[src/rtl/ckepm_pkg.sv]
// Shared encodings for the CKE power-state controller.
// Assumes a 3-bit command bus and a 3-bit state report.
package ckepm_pkg;

    typedef enum logic [2:0] {
        CMD_NOP = 3'd0,
        CMD_DES = 3'd1,
        CMD_ACT = 3'd2,
        CMD_RD  = 3'd3,
        CMD_WR  = 3'd4,
        CMD_PRE = 3'd5,
        CMD_REF = 3'd6,
        CMD_MRS = 3'd7
    } cmd_e;

    typedef enum logic [2:0] {
        PS_IDLE     = 3'd0,
        PS_ACTIVE   = 3'd1,
        PS_ACT_PD   = 3'd2,
        PS_PRE_PD   = 3'd3,
        PS_SELF_REF = 3'd4,
        PS_SR_EXIT  = 3'd5
    } pstate_e;

    // Timer slots, in the order used by the timer bank
    localparam int unsigned TM_HOLD   = 0;
    localparam int unsigned TM_XP     = 1;
    localparam int unsigned TM_XS     = 2;
    localparam int unsigned TM_XSDLL  = 3;
    localparam int unsigned TM_WRSR   = 4;
    localparam int unsigned TM_COUNT  = 5;

    // True for the two commands that are allowed around CKE changes
    function automatic logic is_quiet(cmd_e c);
        return (c == CMD_NOP) || (c == CMD_DES);
    endfunction

endpackage

[src/rtl/ckepm_timer.sv]
// Reloadable down-counter for one recovery interval.
// On load it takes SPAN-1, so busy covers the SPAN-1 edges after the
// loading edge. SPAN must be at least 1.
module ckepm_timer #(
    parameter int unsigned SPAN = 4
) (
    input  logic clk,
    input  logic rst_n,
    input  logic load,
    output logic busy
);
    localparam int unsigned W = (SPAN < 2) ? 1 : $clog2(SPAN);
    localparam logic [W-1:0] RELOAD = W'(SPAN - 1);

    logic [W-1:0] cnt;

    // Reload on the matching event, otherwise count down to zero
    always_ff @(posedge clk) begin
        if (!rst_n)          cnt <= '0;
        else if (load)       cnt <= RELOAD;
        else if (cnt != '0)  cnt <= cnt - 1'b1;
    end

    assign busy = (cnt != '0);

endmodule

[src/rtl/ckepm_refdebt.sv]
// Refresh-debt tracker. A free-running interval counter adds one owed
// refresh per period up to DEBT_MAX. Each forwarded REFRESH repays one.
// Self-refresh clears the debt, since the device refreshes itself there.
module ckepm_refdebt #(
    parameter int unsigned T_REFI   = 3120,
    parameter int unsigned DEBT_MAX = 8,
    localparam int unsigned DEBT_W  = $clog2(DEBT_MAX + 1)
) (
    input  logic              clk,
    input  logic              rst_n,
    input  logic              in_sr,
    input  logic              sr_entry,
    input  logic              ref_issued,
    output logic [DEBT_W-1:0] debt
);
    localparam int unsigned IW = (T_REFI < 2) ? 1 : $clog2(T_REFI);
    localparam logic [IW-1:0] IVL_LAST = IW'(T_REFI - 1);
    localparam logic [DEBT_W-1:0] DMAX = DEBT_W'(DEBT_MAX);

    logic [IW-1:0] ivl;
    logic          tick;
    logic          repay;

    assign tick  = (ivl == IVL_LAST);
    assign repay = ref_issued && (debt != '0);

    // Interval counter wraps once per refresh period
    always_ff @(posedge clk) begin
        if (!rst_n)     ivl <= '0;
        else if (tick)  ivl <= '0;
        else            ivl <= ivl + 1'b1;
    end

    // Debt accrues on each tick and is repaid by forwarded refreshes
    always_ff @(posedge clk) begin
        if (!rst_n)                  debt <= '0;
        else if (sr_entry || in_sr)  debt <= '0;
        else if (tick && !repay) begin
            if (debt != DMAX)        debt <= debt + 1'b1;
        end
        else if (repay && !tick)     debt <= debt - 1'b1;
    end

endmodule

[src/rtl/ckepm_fsm.sv]
// Power-state decision logic and its registers.
// Each edge is judged from the registered CKE (previous edge), the
// requested CKE (this edge), the registered state and the busy flags of
// the recovery timers. It assumes the timers report busy for the
// edges on which their rule still applies.
module ckepm_fsm
    import ckepm_pkg::*;
(
    input  logic    clk,
    input  logic    rst_n,
    input  cmd_e    req_cmd,
    input  logic    req_cke,
    input  logic    bank_open,
    input  logic    burst_busy,
    input  logic    refresh_busy,
    input  logic    hold_busy,
    input  logic    txp_busy,
    input  logic    txs_busy,
    input  logic    txsdll_busy,
    input  logic    wrsr_busy,
    output pstate_e state_q,
    output logic    cke_q,
    output cmd_e    cmd_q,
    output logic    illegal_q,
    output logic    stall,
    output logic    cke_evt,
    output logic    pd_exit,
    output logic    sr_exit,
    output logic    sr_entry,
    output logic    ref_issued
);
    pstate_e state_d;
    pstate_e hi_next;
    logic    cke_d;
    cmd_e    cmd_d;
    logic    flag;
    logic    quiet;
    logic    clean;
    logic    early_cmd;

    assign quiet = is_quiet(req_cmd);
    assign clean = !bank_open && !burst_busy && !refresh_busy;
    assign stall = (req_cke != cke_q) && hold_busy;

    // Commands blocked by an exit-recovery window while CKE stays high
    assign early_cmd = ((txs_busy || txp_busy) && !quiet)
                    || ((req_cmd == CMD_RD) && txsdll_busy)
                    || ((req_cmd == CMD_WR) && wrsr_busy);

    // State reached with CKE high when no CKE event happens
    always_comb begin
        if ((state_q == PS_SR_EXIT) && txs_busy)
            hi_next = PS_SR_EXIT;
        else if (clean && !txp_busy && !txs_busy)
            hi_next = PS_IDLE;
        else
            hi_next = PS_ACTIVE;
    end

    // Decide the outcome of this edge's request
    always_comb begin
        state_d    = cke_q ? hi_next : state_q;
        cke_d      = cke_q;
        cmd_d      = CMD_NOP;
        flag       = 1'b0;
        cke_evt    = 1'b0;
        pd_exit    = 1'b0;
        sr_exit    = 1'b0;
        sr_entry   = 1'b0;
        ref_issued = 1'b0;
        if (stall) begin
            // held back: nothing forwarded, no error
        end
        else if (!cke_q) begin
            if (req_cke) begin
                if (!quiet) begin
                    flag = 1'b1;
                end
                else begin
                    cke_d   = 1'b1;
                    cke_evt = 1'b1;
                    cmd_d   = req_cmd;
                    if (state_q == PS_SELF_REF) begin
                        state_d = PS_SR_EXIT;
                        sr_exit = 1'b1;
                    end
                    else begin
                        state_d = PS_ACTIVE;
                        pd_exit = 1'b1;
                    end
                end
            end
        end
        else if (!req_cke) begin
            if (state_q == PS_SR_EXIT) begin
                flag = 1'b1;
            end
            else if (quiet) begin
                cke_d   = 1'b0;
                cke_evt = 1'b1;
                cmd_d   = req_cmd;
                state_d = bank_open ? PS_ACT_PD : PS_PRE_PD;
            end
            else if ((req_cmd == CMD_REF) && (state_q == PS_IDLE) && clean) begin
                cke_d    = 1'b0;
                cke_evt  = 1'b1;
                cmd_d    = CMD_REF;
                state_d  = PS_SELF_REF;
                sr_entry = 1'b1;
            end
            else begin
                flag = 1'b1;
            end
        end
        else begin
            if (early_cmd) begin
                flag = 1'b1;
            end
            else begin
                cmd_d      = req_cmd;
                ref_issued = (req_cmd == CMD_REF);
            end
        end
    end

    // Register state, CKE, outgoing command and the sticky error
    always_ff @(posedge clk) begin
        if (!rst_n) begin
            state_q   <= PS_IDLE;
            cke_q     <= 1'b1;
            cmd_q     <= CMD_NOP;
            illegal_q <= 1'b0;
        end
        else begin
            state_q   <= state_d;
            cke_q     <= cke_d;
            cmd_q     <= cmd_d;
            illegal_q <= illegal_q || flag;
        end
    end

endmodule

[src/rtl/ckepm_ctrl.sv]
// Top of the CKE power-state controller.
// It ties the decision logic to a bank of recovery timers and to the
// refresh-debt tracker. All timing parameters are in controller clocks,
// each at least 1. T_REFI must be at least 2.
module ckepm_ctrl
    import ckepm_pkg::*;
#(
    parameter int unsigned TCKE_MIN = 3,
    parameter int unsigned T_XP     = 4,
    parameter int unsigned T_XS     = 24,
    parameter int unsigned T_XSDLL  = 512,
    parameter int unsigned T_WR_SR  = 512,
    parameter int unsigned T_REFI   = 3120,
    parameter int unsigned DEBT_MAX = 8,
    localparam int unsigned DEBT_W  = $clog2(DEBT_MAX + 1)
) (
    input  logic              clk,
    input  logic              rst_n,
    input  logic [2:0]        req_cmd,
    input  logic              req_cke,
    input  logic              bank_open,
    input  logic              burst_busy,
    input  logic              refresh_busy,
    output logic              cke_out,
    output logic [2:0]        cmd_out,
    output logic              stall,
    output logic              illegal,
    output logic [2:0]        pstate,
    output logic [DEBT_W-1:0] refresh_owed
);
    localparam int unsigned SPANS [TM_COUNT] =
        '{TCKE_MIN, T_XP, T_XS, T_XSDLL, T_WR_SR};

    pstate_e             state_q;
    cmd_e                cmd_q;
    logic                cke_evt;
    logic                pd_exit;
    logic                sr_exit;
    logic                sr_entry;
    logic                ref_issued;
    logic [TM_COUNT-1:0] tm_load;
    logic [TM_COUNT-1:0] tm_busy;

    // Event that reloads each timer slot
    always_comb begin
        tm_load           = '0;
        tm_load[TM_HOLD]  = cke_evt;
        tm_load[TM_XP]    = pd_exit;
        tm_load[TM_XS]    = sr_exit;
        tm_load[TM_XSDLL] = sr_exit;
        tm_load[TM_WRSR]  = sr_exit;
    end

    for (genvar g = 0; g < TM_COUNT; g++) begin : g_tmr
        ckepm_timer #(.SPAN(SPANS[g])) u_tmr (
            .clk   (clk),
            .rst_n (rst_n),
            .load  (tm_load[g]),
            .busy  (tm_busy[g])
        );
    end

    ckepm_fsm u_fsm (
        .clk          (clk),
        .rst_n        (rst_n),
        .req_cmd      (cmd_e'(req_cmd)),
        .req_cke      (req_cke),
        .bank_open    (bank_open),
        .burst_busy   (burst_busy),
        .refresh_busy (refresh_busy),
        .hold_busy    (tm_busy[TM_HOLD]),
        .txp_busy     (tm_busy[TM_XP]),
        .txs_busy     (tm_busy[TM_XS]),
        .txsdll_busy  (tm_busy[TM_XSDLL]),
        .wrsr_busy    (tm_busy[TM_WRSR]),
        .state_q      (state_q),
        .cke_q        (cke_out),
        .cmd_q        (cmd_q),
        .illegal_q    (illegal),
        .stall        (stall),
        .cke_evt      (cke_evt),
        .pd_exit      (pd_exit),
        .sr_exit      (sr_exit),
        .sr_entry     (sr_entry),
        .ref_issued   (ref_issued)
    );

    ckepm_refdebt #(.T_REFI(T_REFI), .DEBT_MAX(DEBT_MAX)) u_debt (
        .clk        (clk),
        .rst_n      (rst_n),
        .in_sr      (state_q == PS_SELF_REF),
        .sr_entry   (sr_entry),
        .ref_issued (ref_issued),
        .debt       (refresh_owed)
    );

    assign cmd_out = cmd_q;
    assign pstate  = state_q;

endmodule

[config.mk]
export PLATFORM = sky130hd
export DESIGN_NAME = ckepm_ctrl
export DESIGN_NICKNAME = d
export VERILOG_FILES = /design/src/rtl/ckepm_pkg.sv /design/src/rtl/ckepm_timer.sv /design/src/rtl/ckepm_refdebt.sv /design/src/rtl/ckepm_fsm.sv /design/src/rtl/ckepm_ctrl.sv
export SDC_FILE = /design/constraint.sdc
export NUM_CORES = 1
export LEC_CHECK = 0
export BUFFER_PORTS_ARGS = -buffer_cell sky130_fd_sc_hd__buf_4
export CAP_MARGIN = 25
export CORE_AREA = 2 2 90 92
export DETAILED_ROUTE_END_ITERATION = 10
export DIE_AREA = 0 0 92 94
export GPL_TIMING_DRIVEN = 0
export PLACE_DENSITY_LB_ADDON = 0.05
export SLEW_MARGIN = 20
export SYNTH_ARGS = -nofsm -noshare
export SYNTH_HDL_FRONTEND = slang
export SYNTH_SLANG_ARGS = --single-unit
export TNS_END_PERCENT = 5
[constraint.sdc]
create_clock -name clk -period 3.6 [get_ports clk]
set_input_delay 0 -clock clk [delete_from_list [all_inputs] [get_ports clk]]
set_output_delay 0 -clock clk [all_outputs]
set_load 0.02 [all_outputs]
==> run metrics <==
Setup Crit Path Kind=reg -> reg; Antenna Cells=0; hpwl dp=4830 um; Net Switching=733 uW; post-synthesis sequential area ratio=35.3%; Synth top cells by count=dfxtp_1, nand2_1, nor2_1; DR iter-0 viols=95; Max transition margin=62.5%; Chip Width=92 um; CORE AREA=0.00761 mm^2; sequential power share=40.4%; Met1 Wirelength=3340 um; max layer used=met4; Overflow after GRT=0; Setup WS pre-CTS=0.394 ns; clock period minus worst slack=3.17 ns; status=finished, final reports clean; CTS tree=yes; WP data arrival=3.34 ns; unrepaired setup endpoints after global routing=false; biggest area consumer among synthesized cells=dfxtp_1; initial core utilization=38.0%; met2 wire length=3050 um; top cells by area, synth=dfxtp_1, a21boi_0, xnor2_1; Adder-Cell Fraction of Synth Area=5.02%; Crit Path Max Fanout=8; die footprint=0.00865 mm^2; main combinational cell family by area after synthesis=simple AND/OR/NAND/NOR gates; synthesis-stage register bit count=51; Synth Area in Compound Gates=18.2%; FILL cells=784; final slew viol count=0; Lkg Pwr=0.00123 uW; synthesized area per cell=8.33 um^2; routed vias/inst=5.17; yosys warns=0; vias=2,483; fin nets=397; Overall Power=1940 uW; worst-path cell chain=inv_1 > ha_1 > nor4b_2 > and4_1 > clkbuf_1 > o21ai_0 > nand2_1 > ha_1 > xor2_1 > and3_1 > nand2_1 > o22ai_1 > a22oi_1 > o21ai_0; cell at the root of the clock tree=clkbuf_8; count leader, synth=dfxtp_1; setup_tns=0 ns; I/O pin cnt=22; largest net degree at the start of global routing=17; GPL Wtd Cong=0.846; clk_skew=0.0109 ns; first-pass GRT wire length=11,000 um; register area=0.00102 mm^2; Final setup viols=0; area of the multi-input gates=0.00177 mm^2; Max Cap Viol=0; Area Growth Syn to Fin=13.7%; First-pass DRT Iterations=4; # DRC=0; initial antenna violation count=0; total CTS buffers=5; H-tree depth=2; Post-CTS Setup Bufs=0; CP required=3.77 ns; Avg WL per Cell=13.8 um; post-synthesis cell area=0.00289 mm^2; combinational cell fraction of total power=41.9%; input/output buffers=21; Critical Path Start Type=flip-flop; layout cell share with drive strength beyond 1=11.1%; TritonCTS Sinks=51; worst min path class=in -> reg; vias in the first global route=2,285; peak supply drop=0.399 mV; EDFF count, synth=0; count of cells resized by post-cts repair=0; Net Sw Frac=37.7%; worst setup margin=0.431 ns; Reg clk slew, reported paths=0.10 ns; fmax=0.316 GHz; Overall Global Routing Usage=15.8%; Max clock buf depth=2; chip height=94 um; predominant post-synthesis flop cell=dfxtp_1; Clk pwr share=17.7%; post-synthesis cell count=347; synthesized net count=367; top cell type's share of synthesized area=35.3%; internal power=1210 uW; PD cells=592 mW/mm^2; wirelength, routed=6610 um; metal3 WL=150 um; Least-Margin Pin Slew=0.558 ns; mux cell area share after synthesis=0.390%; worst skew pair latency=0.31 ns; CP delay by family, top=simple AND/OR/NAND/NOR gates; slowest stage delay, CP=0.44 ns; Simple-Gate Fraction of Synth Area=28.9%; hold_ws=0.0193 ns; async set-or-reset flop fraction in the synthesized netlist=0%; count of different cell masters after synthesis=52; Final Hold Viols=0; Slowest-stage cell, CP=nor4b_2; buffers plus inverters on the worst setup path=2; Routed Antenna Nets=0; CP Capture Type=flip-flop; post-route clock period utilization=88.0%; # hold bufs at CTS=2; Placement Rows=32; post-synthesis xor/xnor area fraction=8.79%
-- placed cells by master, fill, tap and decap left out, types with 3 or more instances in the layout --
master,Yosys,layout
clkbuf_1,13,14
a31oi_1,4,4
nand4_1,4,4
ha_1,10,10
a21o_1,5,5
nand3_1,19,19
nand3b_1,3,3
clkbuf_8,0,5
o21a_1,4,4
a21oi_1,20,20
and3_1,4,4
o21ai_0,12,12
nand2_1,30,30
inv_1,10,10
a21boi_0,26,26
nor2b_1,6,6
dfxtp_1,51,51
or3_1,8,8
or2_2,3,3
buf_4,0,21
xnor2_1,15,15
nand2b_1,5,5
nor2_1,29,29
xor2_1,14,14
nor3_1,15,15
-- power by group through the flow --
stage	Combinational, uW	Clock (uW)	Sequential, uW
global placement	808	0	798
detailed placement	814	0	799
global route	930	385	803
finish	814	345	786
CTS	826	359	786
floorplan	652	0	787
-- logic make-up after synthesis --
group	count (synthesis)
buffers and inverters	25
adders and majority gates	11
and+or+nand+nor	150
AOI/OAI and AO/OA	80
DFF	51
xor gates and xnor gates	29
muxes	1
-- sequential cells by signal (all words and copies together), names as in the netlist --
register and flops:
g_tmr.u_tmr.cnt 27, u_debt.ivl 12, u_debt.debt 4, u_fsm.cmd_q 3
u_fsm.state_q 3, u_fsm.cke_q 1, u_fsm.illegal_q 1
-- layout make-up --
cell class	instances	share of cell area [%]
multi-input cells	271	53.9
flip-flops and latches	51	31.1
repair buffers	23	5.41
well taps	102	3.89
clock buffers	6	2.21
plain buffers	15	1.79
inverters	10	1.14
clock inverters	2	0.533
-- final timing paths --
path	startpoint	endpoint	slack, ns	cells past startpoint
max	g_tmr[2].u_tmr.cnt[0]	u_debt.debt[2]	0.43	14
min	req_cmd[2]	u_fsm.cmd_q[2]	0.02	3
max reg2reg	g_tmr[2].u_tmr.cnt[0]	u_debt.debt[2]	0.43	14
min reg2reg	u_debt.ivl[0]	u_debt.ivl[0]	0.48	1
-- layer usage --
metal / vias up / global-route usage [%]
li1: 1291 / -
met1: 1152 / 20.9
met2: 32 / 26.2
met3: 8 / 3.29
met4: 0 / 4.48
met5: - / 0
-- metrics by stage --
stage / instance area [um^2] / instances / utilization, %
detailed placement: 3170 / 470 / 41.7
global placement: 3170 / 470 / 41.7
finish: 3280 / 480 / 43.2
CTS: 3280 / 480 / 43.2
floorplan: 2890 / 347 / -
global route: 3280 / 480 / 43.2
-- worst reg2reg max path: cells and delay by family, from the launching register on --
family / cells / cell delay, ns
flip-flops: 1 / 0.32
buffers and inverters: 2 / 0.38
AND/OR/NAND/NOR: 5 / 1.16
adder cells (fa/ha/maj): 2 / 0.47
XOR/XNOR: 1 / 0.17
AO/OA/AOI/OAI: 4 / 0.54
Power figures use the tool's default switching activity.
